<file path="config.mk">
export PLATFORM = sky130hd
export DESIGN_NAME = seq_lockout_detector
export DESIGN_NICKNAME = d
export VERILOG_FILES = /design/src/rtl/det_pkg.sv /design/src/rtl/det_rst_sync.sv /design/src/rtl/det_window.sv /design/src/rtl/det_lockout.sv /design/src/rtl/seq_lockout_detector.sv
export SDC_FILE = /design/constraint.sdc
export NUM_CORES = 1
export LEC_CHECK = 0
export BUFFER_PORTS_ARGS = -buffer_cell sky130_fd_sc_hd__buf_2
export CAP_MARGIN = 25
export CORE_AREA = 4 4 41 43
export CTS_CLUSTER_DIAMETER = 80
export CTS_CLUSTER_SIZE = 25
export DETAILED_ROUTE_END_ITERATION = 10
export DIE_AREA = 0 0 45 47
export PLACE_DENSITY_LB_ADDON = 0.1
export SYNTH_ARGS = -nofsm -noshare
export SYNTH_HDL_FRONTEND = slang
export SYNTH_HIERARCHICAL = 1
export SYNTH_SLANG_ARGS = --single-unit
</file>
<file path="constraint.sdc">
create_clock -name clk -period 1.85 [get_ports clk]
set_clock_uncertainty 0.2 [all_clocks]
set_input_delay 0.0925 -clock clk [delete_from_list [all_inputs] [get_ports clk]]
set_output_delay 0.0925 -clock clk [all_outputs]
set_load 0.01 [all_outputs]
</file>
<file path="src/rtl/det_pkg.sv">
package det_pkg;
  // Index of each detector inside the shared window's pattern array
  localparam int IDX_ARM  = 0;
  localparam int IDX_LOCK = 1;
  localparam int NUM_PAT  = 2;

  // Hits produced by the window for one sample
  typedef struct packed {
    logic lock;
    logic arm;
  } det_hits_t;
endpackage

</file>
<file path="src/rtl/det_rst_sync.sv">
module det_rst_sync (
  input  logic clk,
  input  logic rst_n,
  output logic rst_sync_n
);
  logic stage1_q;
  logic stage2_q;

  always_ff @(posedge clk or negedge rst_n) begin
    if (!rst_n) begin
      stage1_q <= 1'b0;
      stage2_q <= 1'b0;
    end else begin
      stage1_q <= 1'b1;
      stage2_q <= stage1_q;
    end
  end

  assign rst_sync_n = stage2_q;
endmodule

</file>
<file path="src/rtl/det_window.sv">
module det_window #(
  parameter int LEN  = 3,
  parameter int NPAT = 2,
  parameter logic [NPAT-1:0][LEN-1:0] PATS = '0
) (
  input  logic            clk,
  input  logic            rst_n,
  input  logic            x_i,
  output logic [NPAT-1:0] match_o
);
  localparam int HW     = LEN - 1;
  localparam int FILL_W = (LEN > 2) ? $clog2(LEN) : 1;
  localparam logic [FILL_W-1:0] FULL = FILL_W'(LEN - 1);

  logic [HW-1:0]     hist_q, hist_d;
  logic [FILL_W-1:0] fill_q, fill_d;
  logic              fill_en;
  logic [LEN-1:0]    win;
  logic              full;

  assign win     = {hist_q, x_i};
  assign full    = (fill_q == FULL);
  assign fill_en = !full;

  always_comb begin
    hist_d = win[HW-1:0];
    fill_d = fill_q;
    if (fill_en) fill_d = fill_q + FILL_W'(1);
  end

  always_ff @(posedge clk or negedge rst_n) begin
    if (!rst_n) begin
      hist_q <= '0;
      fill_q <= '0;
    end else begin
      hist_q <= hist_d;
      if (fill_en) fill_q <= fill_d;
    end
  end

  for (genvar g = 0; g < NPAT; g++) begin : g_match
    assign match_o[g] = full && (win == PATS[g]);
  end


  startup_quiet_chk: assert property (@(posedge clk) disable iff (!rst_n)
    (fill_q == '0) |-> (match_o == '0));
endmodule

</file>
<file path="src/rtl/det_lockout.sv">
module det_lockout (
  input  logic clk,
  input  logic rst_n,
  input  logic arm_hit_i,
  input  logic lock_hit_i,
  output logic arm_o,
  output logic locked_o
);
  logic locked_q, locked_d, lock_en;

  assign lock_en  = lock_hit_i && !locked_q;
  assign locked_d = 1'b1;

  always_ff @(posedge clk or negedge rst_n) begin
    if (!rst_n) locked_q <= 1'b0;
    else if (lock_en) locked_q <= locked_d;
  end

  assign arm_o    = arm_hit_i && !locked_q;
  assign locked_o = locked_q;


  lock_sticky_chk: assert property (@(posedge clk) disable iff (!rst_n)
    locked_q |=> locked_q);


  lock_set_chk: assert property (@(posedge clk) disable iff (!rst_n)
    lock_hit_i |=> locked_q);
endmodule

</file>
<file path="src/rtl/seq_lockout_detector.sv">
module seq_lockout_detector #(
  parameter int           PAT_LEN  = 3,
  parameter logic [PAT_LEN-1:0] ARM_PAT  = 3'b100,
  parameter logic [PAT_LEN-1:0] LOCK_PAT = 3'b010
) (
  input  logic clk,
  input  logic rst_n,
  input  logic x,
  output logic z1,
  output logic z2
);
  import det_pkg::*;

  localparam logic [NUM_PAT-1:0][PAT_LEN-1:0] PATS = {LOCK_PAT, ARM_PAT};

  logic               srst_n;
  logic [NUM_PAT-1:0] match;
  det_hits_t          hits;
  logic               locked;
  logic               arm_ok;

  det_rst_sync i_rst_sync (
    .clk        (clk),
    .rst_n      (rst_n),
    .rst_sync_n (srst_n)
  );

  det_window #(
    .LEN  (PAT_LEN),
    .NPAT (NUM_PAT),
    .PATS (PATS)
  ) i_window (
    .clk     (clk),
    .rst_n   (srst_n),
    .x_i     (x),
    .match_o (match)
  );

  assign hits.arm  = match[IDX_ARM];
  assign hits.lock = match[IDX_LOCK];

  det_lockout i_lockout (
    .clk        (clk),
    .rst_n      (srst_n),
    .arm_hit_i  (hits.arm),
    .lock_hit_i (hits.lock),
    .arm_o      (arm_ok),
    .locked_o   (locked)
  );

  assign z1 = arm_ok;
  assign z2 = hits.lock;


  flags_exclusive_chk: assert property (@(posedge clk) disable iff (!srst_n)
    !(z1 && z2));


  arm_blocked_chk: assert property (@(posedge clk) disable iff (!srst_n)
    locked |-> !z1);


  lock_after_lock_chk: assert property (@(posedge clk) disable iff (!srst_n)
    (locked && match[IDX_LOCK]) |-> z2);
endmodule

</file>
---- Word-level counts from Yosys, hierarchy flattened ----
Index checks and enable logic that the tools add are counted.
cells by class
  equal/unequal tests ..................... 3
  $lt $le $gt $ge ......................... 0
  reduce and logical (&&, ||, !) cells .... 5
  add/subtract/negate cells ............... 1
  bitwise logic cells ..................... 0
  multiplexer cells ....................... 0
  shift operators ......................... 0
  div/mod/pow operators ................... 0
  multipliers ............................. 0
operator list
  cell                   count
  $logic_and A1 B1 Y1    4
  $eq A3 B2 Y1 const B   1
  $eq A3 B3 Y1 const B   1
  $add A2 B1 Y2 const B  1
  $eq A2 B2 Y1 const B   1
  $logic_not A1 Y1       1
word-level totals
  memories kept ........................... 0
  logic and storage cells ................. 14
  output and inout port bits .............. 2
  flip-flop bits (word level) ............. 7
  ROM bits ................................ 0
  bits in latches ......................... 0
  input bits .............................. 3
  RAM bits ................................ 0

---- Depth between registers and ports, before layout ----
  depth after elaboration ................. 3
  depth in mapped cells ................... 4
  depth with buffers taken out ............ 4

---- Modules after synthesis ----
Netlist, hierarchy kept.
by module, submodules not included
  module        sequential area each (um^2)  cells each  area each (um^2)  times used
  det_window    100.1                        11          163.9             1
  det_rst_sync  50.0                         3           53.8              1
  det_lockout   25.0                         3           40.0              1

---- Worst setup path before layout ----
No wires, ideal clock.
  path kind ............................... register -> register
  start point ............................. register i_window.fill_q[0]
  end point ............................... register i_lockout.locked_q, in the netlist i_lockout/locked_o
  path buffers ............................ 0
  cell stages (with the launch flop) ...... 5
  arrival ................................. 1068 ps
  slack ................................... 458 ps
  required time ........................... 1526 ps
  cell sequence ........................... dfrtp_1 > inv_1 > ha_1 > and4bb_1 > or2_1
between the ends
  cells in the longest elaborated chain, start to end .. 3
ends and longest elaborated chain
  what                    line                        RTL
  start, declared         det_window.sv:16            logic [FILL_W-1:0] fill_q, fill_d;
  start signal, assigned  det_window.sv:37            if (fill_en) fill_q <= fill_d;
  $eq A2 B2 Y1            det_window.sv:22            assign full = (fill_q == FULL);
  $logic_and A1 B1 Y1     det_window.sv:42            assign match_o[g] = full && (win == PATS[g]);
  named net z2            seq_lockout_detector.sv:10  output logic z2
  $logic_and A1 B1 Y1     det_lockout.sv:11           assign lock_en = lock_hit_i && !locked_q;
  end signal, assigned    det_lockout.sv:16           else if (lock_en) locked_q <= locked_d;
  end, declared           det_lockout.sv:9            logic locked_q, locked_d, lock_en;
The timed path passes the listed nets, and every way through them passes these cells.
A chain may end at the register's enable or synchronous reset.

==> results.json <==
{
  "proportion_of_layout_cells_with_a_drive_suffix_above_1_pct": 27.6,
  "insertedDiodeCount": 0,
  "detailed_place_hpwl_um": 273,
  "timing.reg2reg.worst_path_depth": 4,
  "synth.top_cells.by_area": "dfrtp_1, and4bb_1, ha_1",
  "cts.clk_slew.worst_paths_ns": 0.05,
  "register_bit_count_reported_by_yosys": 7,
  "static-leakage-power_uw": 0.000181,
  "drv_slew": 0,
  "drt_pre_antenna_iters": 1,
  "post_synth.cell_area_avg_um2": 15.2,
  "grt_util_all_layers_pct": 4.06,
  "worstSetupStartpoint": "i_window/fill_q[0]",
  "grt_antenna_before_repair": 0,
  "synth_xor_area_share_pct": 3.40,
  "final_cell_mix": "dfrtp_1, dlygate4sd3_1, buf_2",
  "ir_drop_worst_vdd_uv": 238,
  "cell_internal_pwr_uw": 250,
  "hold_path_end": "i_rst_sync/rst_sync_n",
  "route.detailed.drc": 0,
  "synth_area_um2": 258,
  "worst_skew_pair.late_latency_ns": 0.25,
  "clockBufferDepth": 2,
  "initial_utilization_pct": 19.8,
  "portBuffers": 4,
  "detail_route.wirelength_um": 394,
  "seq_power_share_pct": 51.2,
  "dieWidth_um": 45,
  "area_delta_synth_final_pct": 40.8,
  "timing.setup.tns_ns": 0,
  "netlist-cell-type-count": 9,
  "mappedNetlistNets": 21,
  "cts.root.buffer_cell": "clkbuf_4",
  "dpl_worst_slack_ns": 0.382,
  "detail_route.vias_per_cell": 3.48,
  "holdCritStartpoint": "i_rst_sync/stage1_q",
  "setup_slack_ns": 0.117,
  "synth_compound_gate_area_share_pct": 0,
  "finalWeightedCongestion": 0.594,
  "hold_path_class": "register to register",
  "synthDominantAreaCellType": "dfrtp_1",
  "tritoncts_clock_tree": "yes",
  "clockPowerShare_pct": 43.8,
  "synth_top_area_share_pct": 68.0,
  "reg2reg_setup_slack_ns": 0.43,
  "grt_pass1_wl_um": 558,
  "synth-seq-area-share_pct": 68.0,
  "worst-path-max-fanout": 4,
  "final_hold_violation_count": 0,
  "p_sw_uw": 61.2,
  "clock_buffer_count_from_cts": 3,
  "drtAntennaViolNets": 0,
  "combinational_family_with_the_most_area_after_synthesis": "simple AND/OR/NAND/NOR gates",
  "post_synth_fa_ha_maj_area_fraction_pct": 4.85,
  "htree_num_levels": 1,
  "grt_overflow": 0,
  "num_io_pins": 5,
  "fmaxAchievable_mhz": 577,
  "min_period_over_period_pct": 93.7,
  "end_kind": "primary output",
  "critPathKind": "register to primary output",
  "yosys_warnings": 6,
  "initialDrtViolationCount": 0,
  "rsz0062_at_grt": "no",
  "setup_viol": 0,
  "comb_power_share_pct": 4.9,
  "worst_hold_path.num_cells": 0,
  "postSynthCellCount": 17,
  "die_y_um": 47,
  "total_number_of_vias": 153,
  "maximum_number_of_pins_on_one_net_before_global_route_repair": 6,
  "worst_ep_arrival_time_ns": 1.44,
  "launching_point_of_the_worst_reg2reg_path": "i_window/fill_q[0]",
  "crit_path_start_kind": "register",
  "synth.area.mux_share_pct": 3.88,
  "post_drt_wl_per_cell_um": 8.95,
  "overall_die_area_um2": 2120,
  "floorplan.rows": 13,
  "layout_commonest_cell": "dfrtp_1",
  "outcome": "finished clean",
  "post_cts_resize_count": 0,
  "drv.max_cap_violation_count": 0,
  "cp_data_required_time_ns": 1.56,
  "number_of_global_route_vias_before_repair": 138,
  "core_region_area_um2": 1300,
  "reg2reg_to": "i_lockout/locked_o",
  "synth_simple_gate_area_share_pct": 15.5,
  "layout.nets": 34,
  "swShare_pct": 19.7,
  "finalWorstPathRequiredPeriod_ns": 1.73,
  "p_per_area_nw_per_um2": 857,
  "cts_num_sinks": 7
}
-- metal layers --
layer,GRT usage [%],share of wire [%]
met5,0,0
met4,5.26,0
met3,1.15,4.1
met2,5.08,54
met1,4.88,42
-- registers in the layout, summed over array words and instances (netlist names) --
name,cells
i_window/fill_q,2
i_rst_sync/rst_sync_n,1
i_lockout/locked_o,1
i_window/hist_q,2
i_rst_sync/stage1_q,1
-- synthesized netlist by cell type (all sizes together) --
library cell and count:
or2 1, and4bb 2, xnor2 1, and2b 1, conb 1, dfrtp 7
inv 2, mux2i 1, ha 1
-- kinds of logic after synthesis --
| family | after synthesis |
|---|---|
| flops | 7 |
| xor+xnor | 1 |
| buf+inv | 2 |
| other cells | 1 |
| mux | 1 |
| fa+ha+maj | 1 |
| simple gates | 4 |
-- worst max path at each step --
stage	to	slack [ns]	cells past startpoint
after floorplan	i_lockout/locked_o	0.46	4
after global placement	z1	0.40	5
after detailed placement	z1	0.38	5
after CTS	z1	0.10	5
after global routing	z1	0.07	5
final	z1	0.12	5
-- metrics by stage --
step	util, %	std cells	power, µW	instance area, µm²	hold slack (ns)
floorplan	-	17	166	258	-0.403
global placement	22.8	36	171	297	-0.324
CTS	27.9	44	318	363	0.154
global route	27.9	44	327	363	0.165
finish	27.9	44	311	363	0.153
detailed placement	22.8	36	171	297	-0.321
-- power groups by stage --
stage	combinational [µW]	clock [µW]	sequential (µW)
after detailed placement	6.96	0	164
after global placement	6.86	0	164
after floorplan	3.13	0	163
final	15.3	136	159
after CTS	15.4	143	159
after global routing	17.6	150	160
-- worst max-delay path: stages (launching register included) --
cell	delay [ns]
dfrtp_1	0.36
inv_1	0.05
ha_1	0.25
and4bb_1	0.22
and2b_2	0.18
buf_2	0.13
-- repair_timing --
item | 4_1_cts | 5_1_grt
setup buffers | 0 | 0
hold endpoints to repair | 8 | 0
hold buffers | 4 | 0
-- layout make-up --
cell class                      count  area (µm²)
Inverter                            2        7.51
Timing Repair Buffer                8        60.1
Fill cell                         146         938
Multi-Input combinational cell      8        75.1
Clock buffer                        4        26.3
Sequential cell                     7         175
Tap cell                           15        18.8
Power figures use the tool's default switching activity.
